--- config.mk ---
export PLATFORM = sky130hd
export DESIGN_NAME = sr_gate_sequencer
export DESIGN_NICKNAME = d
export VERILOG_FILES = /design/src/rtl/sr_seq_pkg.sv /design/src/rtl/sr_sync.sv /design/src/rtl/sr_phase_timer.sv /design/src/rtl/sr_leg_ctrl.sv /design/src/rtl/sr_gate_sequencer.sv
export SDC_FILE = /design/constraint.sdc
export NUM_CORES = 1
export LEC_CHECK = 0
export ABC_AREA = 1
export CAP_MARGIN = 5
export CORE_MARGIN = 2
export CORE_UTILIZATION = 50
export DETAILED_ROUTE_END_ITERATION = 12
export GPL_ROUTABILITY_DRIVEN = 0
export HOLD_SLACK_MARGIN = 0.15
export PLACE_DENSITY = 0.78
export SYNTH_ARGS = -nofsm -noshare
export SYNTH_HDL_FRONTEND = slang
export SYNTH_SLANG_ARGS = --single-unit
--- constraint.sdc ---
create_clock -name clk -period 2.5 [get_ports clk]
set_input_delay 0.25 -clock clk [delete_from_list [all_inputs] [get_ports clk]]
set_output_delay 0.25 -clock clk [all_outputs]
set_load 0.01 [all_outputs]
--- src/rtl/sr_seq_pkg.sv ---
package sr_seq_pkg;

    typedef enum logic [1:0] {
        ST_IDLE   = 2'd0,
        ST_ON_MIN = 2'd1,
        ST_ON     = 2'd2,
        ST_BLANK  = 2'd3
    } leg_state_t;

    typedef struct packed {
        logic turn_on;
        logic turn_off;
        logic rearm;
    } cmp_flags_t;

    localparam int CMP_W = $bits(cmp_flags_t);

endpackage

--- src/rtl/sr_sync.sv ---
module sr_sync #(
    parameter int WIDTH  = 1,
    parameter int STAGES = 2
) (
    input  logic             clk,
    input  logic             rst_n,
    input  logic [WIDTH-1:0] din,
    output logic [WIDTH-1:0] dout
);
    logic [STAGES-1:0][WIDTH-1:0] pipe_q;

    always_ff @(posedge clk or negedge rst_n) begin
        if (!rst_n) pipe_q[0] <= '0;
        else        pipe_q[0] <= din;
    end

    for (genvar s = 1; s < STAGES; s++) begin : g_stage
        always_ff @(posedge clk or negedge rst_n) begin
            if (!rst_n) pipe_q[s] <= '0;
            else        pipe_q[s] <= pipe_q[s-1];
        end
    end

    assign dout = pipe_q[STAGES-1];
endmodule

--- src/rtl/sr_phase_timer.sv ---
module sr_phase_timer #(
    parameter int MOT_CYCLES   = 75,
    parameter int BLANK_CYCLES = 1700
) (
    input  logic clk,
    input  logic rst_n,
    input  logic load_mot,
    input  logic load_blank,
    output logic expired
);
    localparam int CNT_MAX = (MOT_CYCLES > BLANK_CYCLES) ? MOT_CYCLES - 1 : BLANK_CYCLES - 1;
    localparam int CW      = (CNT_MAX < 1) ? 1 : $clog2(CNT_MAX + 1);
    localparam logic [CW-1:0] MOT_LOAD   = CW'(MOT_CYCLES - 1);
    localparam logic [CW-1:0] BLANK_LOAD = CW'(BLANK_CYCLES - 1);

    logic [CW-1:0] cnt_q;

    always_ff @(posedge clk or negedge rst_n) begin
        if (!rst_n)              cnt_q <= BLANK_LOAD;
        else if (load_mot)       cnt_q <= MOT_LOAD;
        else if (load_blank)     cnt_q <= BLANK_LOAD;
        else if (cnt_q != '0)    cnt_q <= cnt_q - 1'b1;
    end

    assign expired = (cnt_q == '0);

    assert_cnt_bound_R6: assert property (@(posedge clk) disable iff (!rst_n)
        int'(cnt_q) <= CNT_MAX)
        else $error("timer count above its largest load value");
endmodule

--- src/rtl/sr_leg_ctrl.sv ---
module sr_leg_ctrl
    import sr_seq_pkg::*;
#(
    parameter int MOT_CYCLES   = 75,
    parameter int BLANK_CYCLES = 1700
) (
    input  logic clk,
    input  logic rst_n,
    input  logic force_off,
    input  logic on_raw,
    input  logic off_raw,
    input  logic rearm_raw,
    output logic gate,
    output logic on_evt,
    output logic off_evt
);
    cmp_flags_t flg_raw, flg;
    leg_state_t state, nxt;
    logic       tmr_done, load_mot, load_blank;
    logic       gate_q, on_evt_q, off_evt_q;
    logic       was_on, will_on;

    assign flg_raw = '{turn_on: on_raw, turn_off: off_raw, rearm: rearm_raw};

    sr_sync #(.WIDTH(CMP_W), .STAGES(2)) cmp_sync_i (
        .clk  (clk),
        .rst_n(rst_n),
        .din  (flg_raw),
        .dout (flg)
    );

    sr_phase_timer #(.MOT_CYCLES(MOT_CYCLES), .BLANK_CYCLES(BLANK_CYCLES)) timer_i (
        .clk       (clk),
        .rst_n     (rst_n),
        .load_mot  (load_mot),
        .load_blank(load_blank),
        .expired   (tmr_done)
    );

    // next-state logic
    always_comb begin
        nxt = state;
        unique case (state)
            ST_IDLE:   if (flg.turn_on) nxt = ST_ON_MIN;
            ST_ON_MIN: if (tmr_done)    nxt = flg.turn_off ? ST_BLANK : ST_ON;
            ST_ON:     if (flg.turn_off) nxt = ST_BLANK;
            ST_BLANK:  if (flg.rearm || tmr_done) nxt = ST_IDLE;
            default:   nxt = ST_BLANK;
        endcase
        if (force_off) nxt = ST_BLANK;
    end

    assign was_on     = (state == ST_ON_MIN) || (state == ST_ON);
    assign will_on    = (nxt == ST_ON_MIN) || (nxt == ST_ON);
    assign load_mot   = (nxt == ST_ON_MIN) && (state != ST_ON_MIN);
    assign load_blank = (nxt == ST_BLANK) && ((state != ST_BLANK) || force_off);

    // state register
    always_ff @(posedge clk or negedge rst_n) begin
        if (!rst_n) state <= ST_BLANK;
        else        state <= nxt;
    end

    // registered outputs
    always_ff @(posedge clk or negedge rst_n) begin
        if (!rst_n) begin
            gate_q    <= 1'b0;
            on_evt_q  <= 1'b0;
            off_evt_q <= 1'b0;
        end else begin
            gate_q    <= will_on;
            on_evt_q  <= will_on && !was_on;
            off_evt_q <= was_on && !will_on;
        end
    end

    assign gate    = gate_q;
    assign on_evt  = on_evt_q;
    assign off_evt = off_evt_q;

    assert_min_on_R2: assert property (@(posedge clk) disable iff (!rst_n)
        (state == ST_ON_MIN && !tmr_done && !force_off) |=> gate_q)
        else $error("gate dropped inside minimum on-time");

    assert_blank_lock_R4: assert property (@(posedge clk) disable iff (!rst_n)
        (state == ST_BLANK) |=> !$rose(gate_q))
        else $error("gate rose straight out of blanking");

    assert_force_off_R9: assert property (@(posedge clk) disable iff (!rst_n)
        force_off |=> (!gate_q && state == ST_BLANK))
        else $error("forced off did not clear gate");

    assert_evt_excl_R11: assert property (@(posedge clk) disable iff (!rst_n)
        $onehot0({on_evt_q, off_evt_q}))
        else $error("both event pulses high");

    assert_rise_evt_R11: assert property (@(posedge clk) disable iff (!rst_n)
        $rose(gate_q) |-> on_evt_q)
        else $error("gate rose without turn-on event");
endmodule

--- src/rtl/sr_gate_sequencer.sv ---
module sr_gate_sequencer #(
    parameter int NUM_LEGS     = 2,
    parameter int MOT_CYCLES   = 75,
    parameter int BLANK_CYCLES = 1700
) (
    input  logic                clk,
    input  logic                rst_n,
    input  logic                enable,
    input  logic                uv_flag,
    input  logic [NUM_LEGS-1:0] on_cmp,
    input  logic [NUM_LEGS-1:0] off_cmp,
    input  logic [NUM_LEGS-1:0] rearm_cmp,
    output logic [NUM_LEGS-1:0] gate_drv,
    output logic [NUM_LEGS-1:0] on_evt,
    output logic [NUM_LEGS-1:0] off_evt
);
    logic uv_s;
    logic force_off;

    sr_sync #(.WIDTH(1), .STAGES(2)) uv_sync_i (
        .clk  (clk),
        .rst_n(rst_n),
        .din  (uv_flag),
        .dout (uv_s)
    );

    assign force_off = !enable || uv_s;

    for (genvar g = 0; g < NUM_LEGS; g++) begin : g_leg
        sr_leg_ctrl #(.MOT_CYCLES(MOT_CYCLES), .BLANK_CYCLES(BLANK_CYCLES)) leg_i (
            .clk      (clk),
            .rst_n    (rst_n),
            .force_off(force_off),
            .on_raw   (on_cmp[g]),
            .off_raw  (off_cmp[g]),
            .rearm_raw(rearm_cmp[g]),
            .gate     (gate_drv[g]),
            .on_evt   (on_evt[g]),
            .off_evt  (off_evt[g])
        );
    end

    assert_uv_off_R10: assert property (@(posedge clk) disable iff (!rst_n)
        uv_s |=> (gate_drv == '0))
        else $error("undervoltage did not clear gates");
endmodule

* After elaboration in Yosys (flattened, before gate mapping)
Cells that the tools add are included.
W data, S select, Z words.
** Word-level totals
- Bits in registers :: 46
- Bits in latches :: 0
- Memory bits (writable) :: 0
- Bits in read-only memories :: 0
- Input bits :: 10
- Word-level logic and storage cells :: 84
- Memories :: 0
** Operators by class
- Add/subtract/negate cells :: 2
- Multipliers :: 0
- Div/mod/pow operators :: 0
- $lt $le $gt $ge :: 0
- Equality and inequality tests :: 16
- Shifts and indexed selects :: 0
- Muxes and demuxes :: 20
- Bitwise operators :: 0
- Reductions and logical operators :: 30
** Operators by type and width (count)
- $mux W11 :: 6
- $logic_not A11 Y1 :: 2
- $reduce_bool A11 Y1 :: 2
- $sub A11 B1 Y11 const B :: 2
- $mux W2 :: 10
- $eq A2 B2 Y1 const B :: 8
- $pmux W2 S4 :: 2
- $logic_or A1 B1 Y1 :: 9
- $eq A2 B1 Y1 const B :: 4
- $logic_and A1 B1 Y1 :: 8
- $reduce_bool A3 Y1 :: 2
- $logic_not A1 Y1 :: 5
- $logic_not A2 Y1 :: 2
- $ne A2 B1 Y1 const B :: 2
- $ne A2 B2 Y1 const B :: 2
- $mux W1 :: 2

* Depth between registers and ports, before layout
Gate-level depths: netlist of the first run.
- Depth after elaboration :: 9
- Gate-level depth with buffers :: 18
- Mapped depth without buffers :: 18

* Hierarchy
A second synthesis of the first run with hierarchy kept.
** Unflattened totals
- Cell total of the unflattened synthesis :: 300
- Area, all modules :: 2595.0 µm²
** By module, submodules not included
- sr_phase_timer :: instances 2, cells an instance 92, area an instance 735.7 µm²
- sr_leg_ctrl :: instances 2, cells an instance 47, area an instance 360.3 µm²
- sr_sync (g_leg[0].leg_i.cmp_sync_i ...) :: instances 2, cells an instance 9, area an instance 172.7 µm²
- sr_sync (uv_sync_i) :: instances 1, cells an instance 2, area an instance 50.0 µm²
- sr_gate_sequencer :: instances 1, cells an instance 2, area an instance 7.5 µm²

* Least setup slack after synthesis of the first run
OpenSTA, ideal clock, no wires.
- Kind :: flip-flop to flip-flop
- Start point :: register g_leg[0].leg_i.timer_i.cnt_q[0]
- End point :: register g_leg[0].leg_i.timer_i.cnt_q[5]
- Setup time :: 0.077 ns
- Arrival :: 2.151 ns
- Slack :: 0.272 ns
- Stages on the path, launching flop included :: 19
- Path buffers :: 0
- Period minus slack after synthesis :: 2.228 ns
- Cell sequence :: dfstp_2 -> inv_1 -> ha_1 -> nand2_1 -> nor2_2 -> nand3_2 -> nand3_1 -> nand2_1 -> inv_1 -> nand2_1 -> nand2_1 -> nand2_1 -> ha_1 -> inv_1 -> nor2_1 -> nor2_4 -> nand2_2 -> nand2_2 -> a31oi_1
** On the way
- Cells in the longest elaborated chain, start to end :: 9
- Elaborated cells between the ends (all ways) :: 16
- Those cells by class :: add/sub: 1; eq/ne: 2; mux: 7; reduce/logical: 6
** RTL lines
- start, declared :: RTL line sr_phase_timer.sv:16 : logic [CW-1:0] cnt_q;
- start signal, assigned :: RTL line sr_phase_timer.sv:22 : else if (cnt_q != '0) cnt_q <= cnt_q - 1'b1;
- $logic_not A11 Y1 * :: RTL line sr_phase_timer.sv:25 : assign expired = (cnt_q == '0);
- $logic_or A1 B1 Y1 :: RTL line sr_leg_ctrl.sv:47 : ST_BLANK: if (flg.rearm || tmr_done) nxt = ST_IDLE;
- $mux W2 :: RTL line sr_leg_ctrl.sv:47
- $pmux W2 S4 * :: RTL line sr_leg_ctrl.sv:43 : unique case (state)
- $mux W2 * :: RTL line sr_leg_ctrl.sv:50 : if (force_off) nxt = ST_BLANK;
- net g_leg[0].leg_i.nxt[0] :: RTL line sr_leg_ctrl.sv:18 : leg_state_t state, nxt;
- $eq A2 B2 Y1 :: RTL line sr_leg_ctrl.sv:56 : assign load_blank = (nxt == ST_BLANK) && ((state != ST_BLANK) || force_off);
- $logic_and A1 B1 Y1 :: RTL line sr_leg_ctrl.sv:56
- $mux W11 :: RTL line sr_phase_timer.sv:21 : else if (load_blank) cnt_q <= BLANK_LOAD;
- $mux W11 :: RTL line sr_phase_timer.sv:20 : else if (load_mot) cnt_q <= MOT_LOAD;
Mark *: on every way through the listed nets, which the timed path passes. The rest lies on a longest branch. The select of a mux whose other input is x is not followed.
A chain may end at the register's enable or synchronous reset.

* Worst setup path in the final report of the first run
- Start point :: register g_leg[0].leg_i.timer_i.cnt_q[0]
- End point :: register g_leg[0].leg_i.timer_i.cnt_q[0]
Same word-level chain as after synthesis.

==> impl_metrics.ini, run 1 <==
[clock_tree]
cts_buffers = 5
clock-sinks = 46
cts_buffer_depth = 2
ctsHtreeMaxLevel = 2
insertion_delay_ns = 0.30
cts_tree = built
root_buffer = clkbuf_8
path_clk_slew_ns = 0.08

[worst_setup_path]
required_ns = 2.72
rrSetupSlack_ns = 0.14
cp_top_family = simple AND/OR/NAND/NOR gates
crit_fanout = 6
worstPathArrival_ns = 2.58
crit_path_frequent_cell = nand2_1
critPathKind = reg2reg
cp.depth = 16
critical_path.startpoint_type = register
critPathSlowestCell = dfstp_2
end_kind = register
r2r_cells = 16
path_buf_inv = 2
crit_chain = inv_1 -> ha_4 -> nand3_1 -> nor2_2 -> nand3b_1 -> nand3_1 -> nand2_1 -> nand2_1 -> nand2_1 -> ha_2 -> o21ai_4 -> inv_2 -> nor2_4 -> nand2_2 -> nand2_2 -> o22ai_1
critPathMaxStageDelay_ns = 0.37

[worst_hold_path]
hold_class = reg2reg
whs_path_depth = 0

[floorplan]
dieArea_um2 = 5460
initial_utilization_pct = 51.8
core_um2 = 4720
die_y_um = 73.9
num_io_pins = 16
die_w_um = 73.9
core.rowCount = 25

[job]
drv_cap = 0

[route]
met1Wirelength_mm = 1.96
drc = 0
top_layer = met4
drtIter0Drc = 109
ant_nets = 0
wl_met2_mm = 2.16
wl_per_cell_um = 11.7
dr_wl_met3_um = 202
finalWirelength_mm = 4.40
dr.pass1.iters = 4
viasPerCell = 4.88
vias = 1830

[logic_synthesis]
synth-xor-area-share_pct = 0.716
synth-simple-area-share_pct = 22.5
synth_top_family_by_area = simple AND/OR/NAND/NOR gates
ys_seq_area_share_pct = 47.9
ys_top_cells_by_count = nand2_1 (59), inv_1 (56), dfrtp_1 (30), nor2_1 (23), a21oi_1 (17)
synth.distinct_cells = 31
synth_most_common_cell = nand2_1
synth_top_flop_cell = dfrtp_1
synth_cells = 286
synth_compound_area_share_pct = 10.7
yosys.area.top_type = dfrtp_1
synth_edf_count = 0
synth.avg_cell_area_um2 = 8.55
synth_top_area_share_pct = 30.7
synth_seq_cells = 46
yosys_warnings = 0
synthMuxAreaShare_pct = 0
synth_area_um2 = 2440
synth.net_count = 310
synth_area_leaders = dfrtp_1 (31%), dfstp_2 (17%), nand2_1 (9.1%)
synthAdderAreaFrac_pct = 7.16
synthArstFlopShare_pct = 100

[grt]
antenna_found_initial = 0
grt_max_degree = 47
grt_overflow = 0
grt_pass1_vias = 1800
grtUsageTotal_pct = 18.3
grt_pass1_wl_mm = 7.73

[sta]
slew_headroom_pct = 36.2
final_hold_viol_count = 0
setup_violations = 0
min_period_ns = 2.36
max_freq_ghz = 0.424
finClkSkew_ns = 0.00443
setup_tns_ns = 0
slew_violations = 0
worstMarginPinSlew_ns = 0.958
post-route-period-util_pct = 94.4

[finish]
drive_above_1_share_pct = 19.5
nNetsFinal = 331
n_antenna_cell = 0
fillers = 376
syn_to_final_growth_pct = 15.8

[pwr]
p_leak_nw = 1.46
power_density_nw_per_um2 = 667
vdd_ir_drop_max_mv = 0.464
p_total_mw = 1.89

[placement]
hpwl_mm = 3.08
io_buffers = 15

[outcome]
outcome = complete, no violations
-- state kept, by name, summed over array words and instances, names as in the netlist --
name                           count
g_leg.leg_i.off_evt                2
g_leg.leg_i.timer_i.cnt_q         22
g_leg.leg_i.cmp_sync_i.dout        6
g_leg.leg_i.on_evt                 2
uv_sync_i.pipe_q                   1
g_leg.leg_i.gate                   2
g_leg.leg_i.cmp_sync_i.pipe_q      6
uv_sync_i.dout                     1
g_leg.leg_i.state                  4
-- path summary, 6_finish.rpt --
kind | start | end
setup / recovery | g_leg[0].leg_i.timer_i.cnt_q[0]$_DFFE_PN1P_ | g_leg[0].leg_i.timer_i.cnt_q[0]$_DFFE_PN1P_
hold / removal | g_leg[0].leg_i.cmp_sync_i.pipe_q[2]$_DFF_PN0_ | g_leg[0].leg_i.cmp_sync_i.dout[2]$_DFF_PN0_
setup reg to reg | g_leg[0].leg_i.timer_i.cnt_q[0]$_DFFE_PN1P_ | g_leg[0].leg_i.timer_i.cnt_q[0]$_DFFE_PN1P_
hold reg to reg | g_leg[0].leg_i.cmp_sync_i.pipe_q[2]$_DFF_PN0_ | g_leg[0].leg_i.cmp_sync_i.dout[2]$_DFF_PN0_
max in group asynchronous | rst_n | g_leg[0].leg_i.cmp_sync_i.dout[1]$_DFF_PN0_
min in group asynchronous | rst_n | g_leg[1].leg_i.timer_i.cnt_q[8]$_DFFE_PN0P_
-- kinds of logic (layout without fill, tap and decap cells) --
kind of cell	after synthesis	after routing
fa+ha+maj	14	14
buf+inv	66	88
simple gates	115	115
flops	46	46
xor+xnor	2	2
compound gates	43	43
-- power by group --
group | switching, mW | internal [mW]
Clock | 0.248 | 0.298
Combinational | 0.251 | 0.174
Sequential | 0.0608 | 0.856
-- cell usage in the layout, fill, tap and decap left out, drive strengths merged, types with 2 or more instances in the layout --
| master | n |
|---|---|
| a211oi | 2 |
| a21oi | 17 |
| a31oi | 2 |
| buf | 5 |
| clkbuf | 6 |
| clkdlybuf4s50 | 14 |
| dfrtp | 30 |
| dfstp | 16 |
| ha | 14 |
| inv | 60 |
| nand2 | 66 |
| nand3 | 16 |
| nand3b | 2 |
| nor2 | 28 |
| nor3 | 2 |
| o211ai | 2 |
| o21ai | 14 |
| o22ai | 2 |
| o31ai | 4 |
| xor2 | 2 |
-- final cells by class --
| cell class | instances | area (µm²) | share of cell area, % |
|---|---|---|---|
| Multi-Input combinational cell | 174 | 1060 | 37.3 |
| Sequential cell | 46 | 1170 | 41.4 |
| Clock inverter | 2 | 37.5 | 1.33 |
| Tap cell | 67 | 83.8 | 2.96 |
| Clock buffer | 6 | 72.6 | 2.56 |
| Inverter | 60 | 225 | 7.95 |
| Timing Repair Buffer | 20 | 185 | 6.54 |
-- worst register-to-register path: stages, from the launching register on --
cell	delay (ns)
dfstp_2	0.37
inv_1	0.13
ha_4	0.18
nand3_1	0.15
nor2_2	0.20
nand3b_1	0.10
nand3_1	0.08
nand2_1	0.06
nand2_1	0.06
nand2_1	0.10
ha_2	0.21
o21ai_4	0.10
inv_2	0.10
nor2_4	0.16
nand2_2	0.10
nand2_2	0.11
o22ai_1	0.09
-- per-stage QoR --
stage	setup WS (ns)	hold WS, ns	instances	util, %	instance area [µm²]
2_1_floorplan	0.272	-0.0456	286	-	2440
3_3_place_gp	0.0323	0.332	363	55.8	2640
3_5_place_dp	-0.00561	0.336	363	55.8	2640
4_1_cts	0.0433	0.357	372	58.4	2760
5_1_grt	-0.0279	0.364	375	59.9	2830
6_report	0.140	0.353	375	59.9	2830
-- layer usage --
metal / vias up / global-route usage, %
li1: 925 / -
met1: 846 / 24.1
met2: 50 / 29.2
met3: 9 / 4.12
met4: 0 / 7.68
met5: - / 0
-- timing repair --
item	CTS	global route
cloned	0	0
gates resized for setup	1	12
setup buffers	0	3
hold buffers	1	0
pin swaps	0	2
setup endpoints to repair	4	19
endpoints found under the hold margin	30	0
(Power assumes the default switching activity.)
==> inputs of run 2 (changes only) <==
--- a/config.mk
+++ b/config.mk
@@ -10,9 +10,10 @@
 export CORE_MARGIN = 2
 export CORE_UTILIZATION = 50
 export DETAILED_ROUTE_END_ITERATION = 12
+export DONT_BUFFER_PORTS = 1
 export GPL_ROUTABILITY_DRIVEN = 0
 export HOLD_SLACK_MARGIN = 0.15
-export PLACE_DENSITY = 0.78
+export PLACE_DENSITY = 0.74
 export SYNTH_ARGS = -nofsm -noshare
 export SYNTH_HDL_FRONTEND = slang
 export SYNTH_SLANG_ARGS = --single-unit
==> impl_metrics.ini, run 2 (synthesis results as in run 1) <==
[finish]
fillers = 388
syn_to_final_growth_pct = 14.0
n_antenna_cell = 0
drive_above_1_share_pct = 21.7
layout_common_cells = nand2_1 (59), inv_1 (54), dfrtp_1 (30), nor2_1 (19), a21oi_1 (17)
largest_reg_flops = 22
postLayoutCellArea_um2 = 2790
top_register = g_leg.leg_i.timer_i.cnt_q
nNetsFinal = 327
fin_cells = 371
final_common_cell = nand2_1

[worst_hold_path]
hold_class = in2reg
hp-start = enable
min_to = g_leg[1].leg_i.state[0]$_DFF_PN1_
whs_path_depth = 3

[floorplan]
die_y_um = 73.9
core.rowCount = 25
die_w_um = 73.9
dieArea_um2 = 5460
core_um2 = 4720
initial_utilization_pct = 51.8
num_io_pins = 16

[grt]
antenna_found_initial = 0
grt_overflow = 0
grt_max_degree = 47
grt_pass1_vias = 1774
grt_pass1_wl_mm = 7.53
grtUsageTotal_pct = 17.9

[worst_setup_path]
r2r_end = g_leg[0].leg_i.timer_i.cnt_q[8]$_DFFE_PN0P_
r2r_cells = 16
rr_startpoint = g_leg[0].leg_i.timer_i.cnt_q[1]$_DFFE_PN1P_
crit_fanout = 5
end_kind = register
required_ns = 2.71
worstPathArrival_ns = 2.57
rrSetupSlack_ns = 0.14
critical_path.startpoint_type = register
critPathKind = reg2reg

[pwr]
vdd_ir_drop_max_mv = 0.380
p_leak_nw = 1.45
p_total_mw = 1.80
power_density_nw_per_um2 = 646

[route]
drc = 0
dr.pass1.iters = 5
finalWirelength_mm = 4.51
vias = 1795
wl_per_cell_um = 12.2
viasPerCell = 4.84
drtIter0Drc = 125
ant_nets = 0

[clock_tree]
root_buffer = clkbuf_8
cts_buffer_depth = 2
clock-sinks = 46
ctsHtreeMaxLevel = 2
cts_tree = built
path_clk_slew_ns = 0.09
cts_buffers = 5
insertion_delay_ns = 0.30

[outcome]
outcome = complete, no violations

[placement]
io_buffers = 0
hpwl_mm = 3.17
dpl_cell_area_um2 = 2510
placed_cells = 350
place_ws_ns = -0.0232

[sta]
final_hold_viol_count = 0
slew_headroom_pct = 79.9
finClkSkew_ns = 0.00677
post-route-period-util_pct = 94.5
setup_violations = 0
max_freq_ghz = 0.423
min_period_ns = 2.36
setup_ws_ns = 0.138
slew_violations = 0
worstMarginPinSlew_ns = 0.300

[job]
drv_cap = 0
[run 2: changes by cell type in the layout (fill, tap and decap cells not counted), sizes merged]
cell	previous run	this run
buf	5	8
bufinv	1	0
clkinv	0	1
dlygate4sd3	1	8
clkdlybuf4s50	14	0
[run 2: critical path, stage by stage (launching register included)]
cell and delay [ns]:
dfstp_2 0.57, inv_1 0.07, ha_4 0.17, nand2_1 0.08, nor2_2 0.05, nand3_2 0.12
nand2_1 0.07, nand2_1 0.06, nand3_1 0.09, nand2_1 0.07, nand2_1 0.07, ha_2 0.20
o21ai_4 0.10, inv_2 0.09, nor2_4 0.15, inv_1 0.09, a211oi_2 0.21
[run 2: timing repair]
item                                    in CTS  in global routing
endpoints found under the setup margin       5                 15
hold buffers                                 9                  0
gates resized for setup                      2                 12
pin swaps                                    0                  1
hold endpoints to repair                    53                  0
buffers inserted                             0                  4
[run 2: area by class of cell]
cell class | instances | area [µm²] | area share [%]
well taps | 67 | 83.8 | 3.01
repair buffers | 16 | 160 | 5.75
clock buffers | 6 | 82.6 | 2.96
flip-flops and latches | 46 | 1170 | 42.0
multi-input cells | 174 | 1050 | 37.7
inverters | 60 | 225 | 8.08
clock inverters | 2 | 12.5 | 0.449
[run 2: routing by layer]
metal	vias up	part of all wire [%]	global-route usage, %	wire (µm)
li1	922	-	-	-
met1	819	48	24.6	2150
met2	47	48	27.4	2150
met3	7	3.2	4.39	146
met4	0	1.4	7.27	65
met5	-	0	0	0
[run 2: stage by stage]
step	setup TNS, ns	utilization (%)	hold WS (ns)
final	0	59.0	0.312
after CTS	0	57.5	0.297
after detailed placement	-0.0380	53.1	-0.0450
after global placement	-0.0149	53.1	-0.0448
after floorplan	0	-	-0.0456
after global routing	-0.0127	59.0	0.309
[run 2: how the worst max path moves through the flow]
stage	depth (start not counted)	to	from	slack, ns
after floorplan	18	g_leg[0].leg_i.timer_i.cnt_q[5]$_DFFE_PN1P_	g_leg[0].leg_i.timer_i.cnt_q[0]$_DFFE_PN1P_	0.27
after global placement	18	g_leg[0].leg_i.timer_i.cnt_q[5]$_DFFE_PN1P_	g_leg[0].leg_i.timer_i.cnt_q[0]$_DFFE_PN1P_	-0.01
after detailed placement	18	g_leg[0].leg_i.timer_i.cnt_q[5]$_DFFE_PN1P_	g_leg[0].leg_i.timer_i.cnt_q[0]$_DFFE_PN1P_	-0.02
after CTS	16	g_leg[0].leg_i.timer_i.cnt_q[2]$_DFFE_PN0P_	g_leg[0].leg_i.timer_i.cnt_q[0]$_DFFE_PN1P_	0.03
after global routing	16	g_leg[0].leg_i.timer_i.cnt_q[8]$_DFFE_PN0P_	g_leg[0].leg_i.timer_i.cnt_q[1]$_DFFE_PN1P_	-0.01
final	16	g_leg[0].leg_i.timer_i.cnt_q[8]$_DFFE_PN0P_	g_leg[0].leg_i.timer_i.cnt_q[1]$_DFFE_PN1P_	0.14
[run 2: power breakdown]
group / internal (mW) / switching [mW]
Sequential: 0.857 / 0.0751
Combinational: 0.156 / 0.239
Clock: 0.222 / 0.249
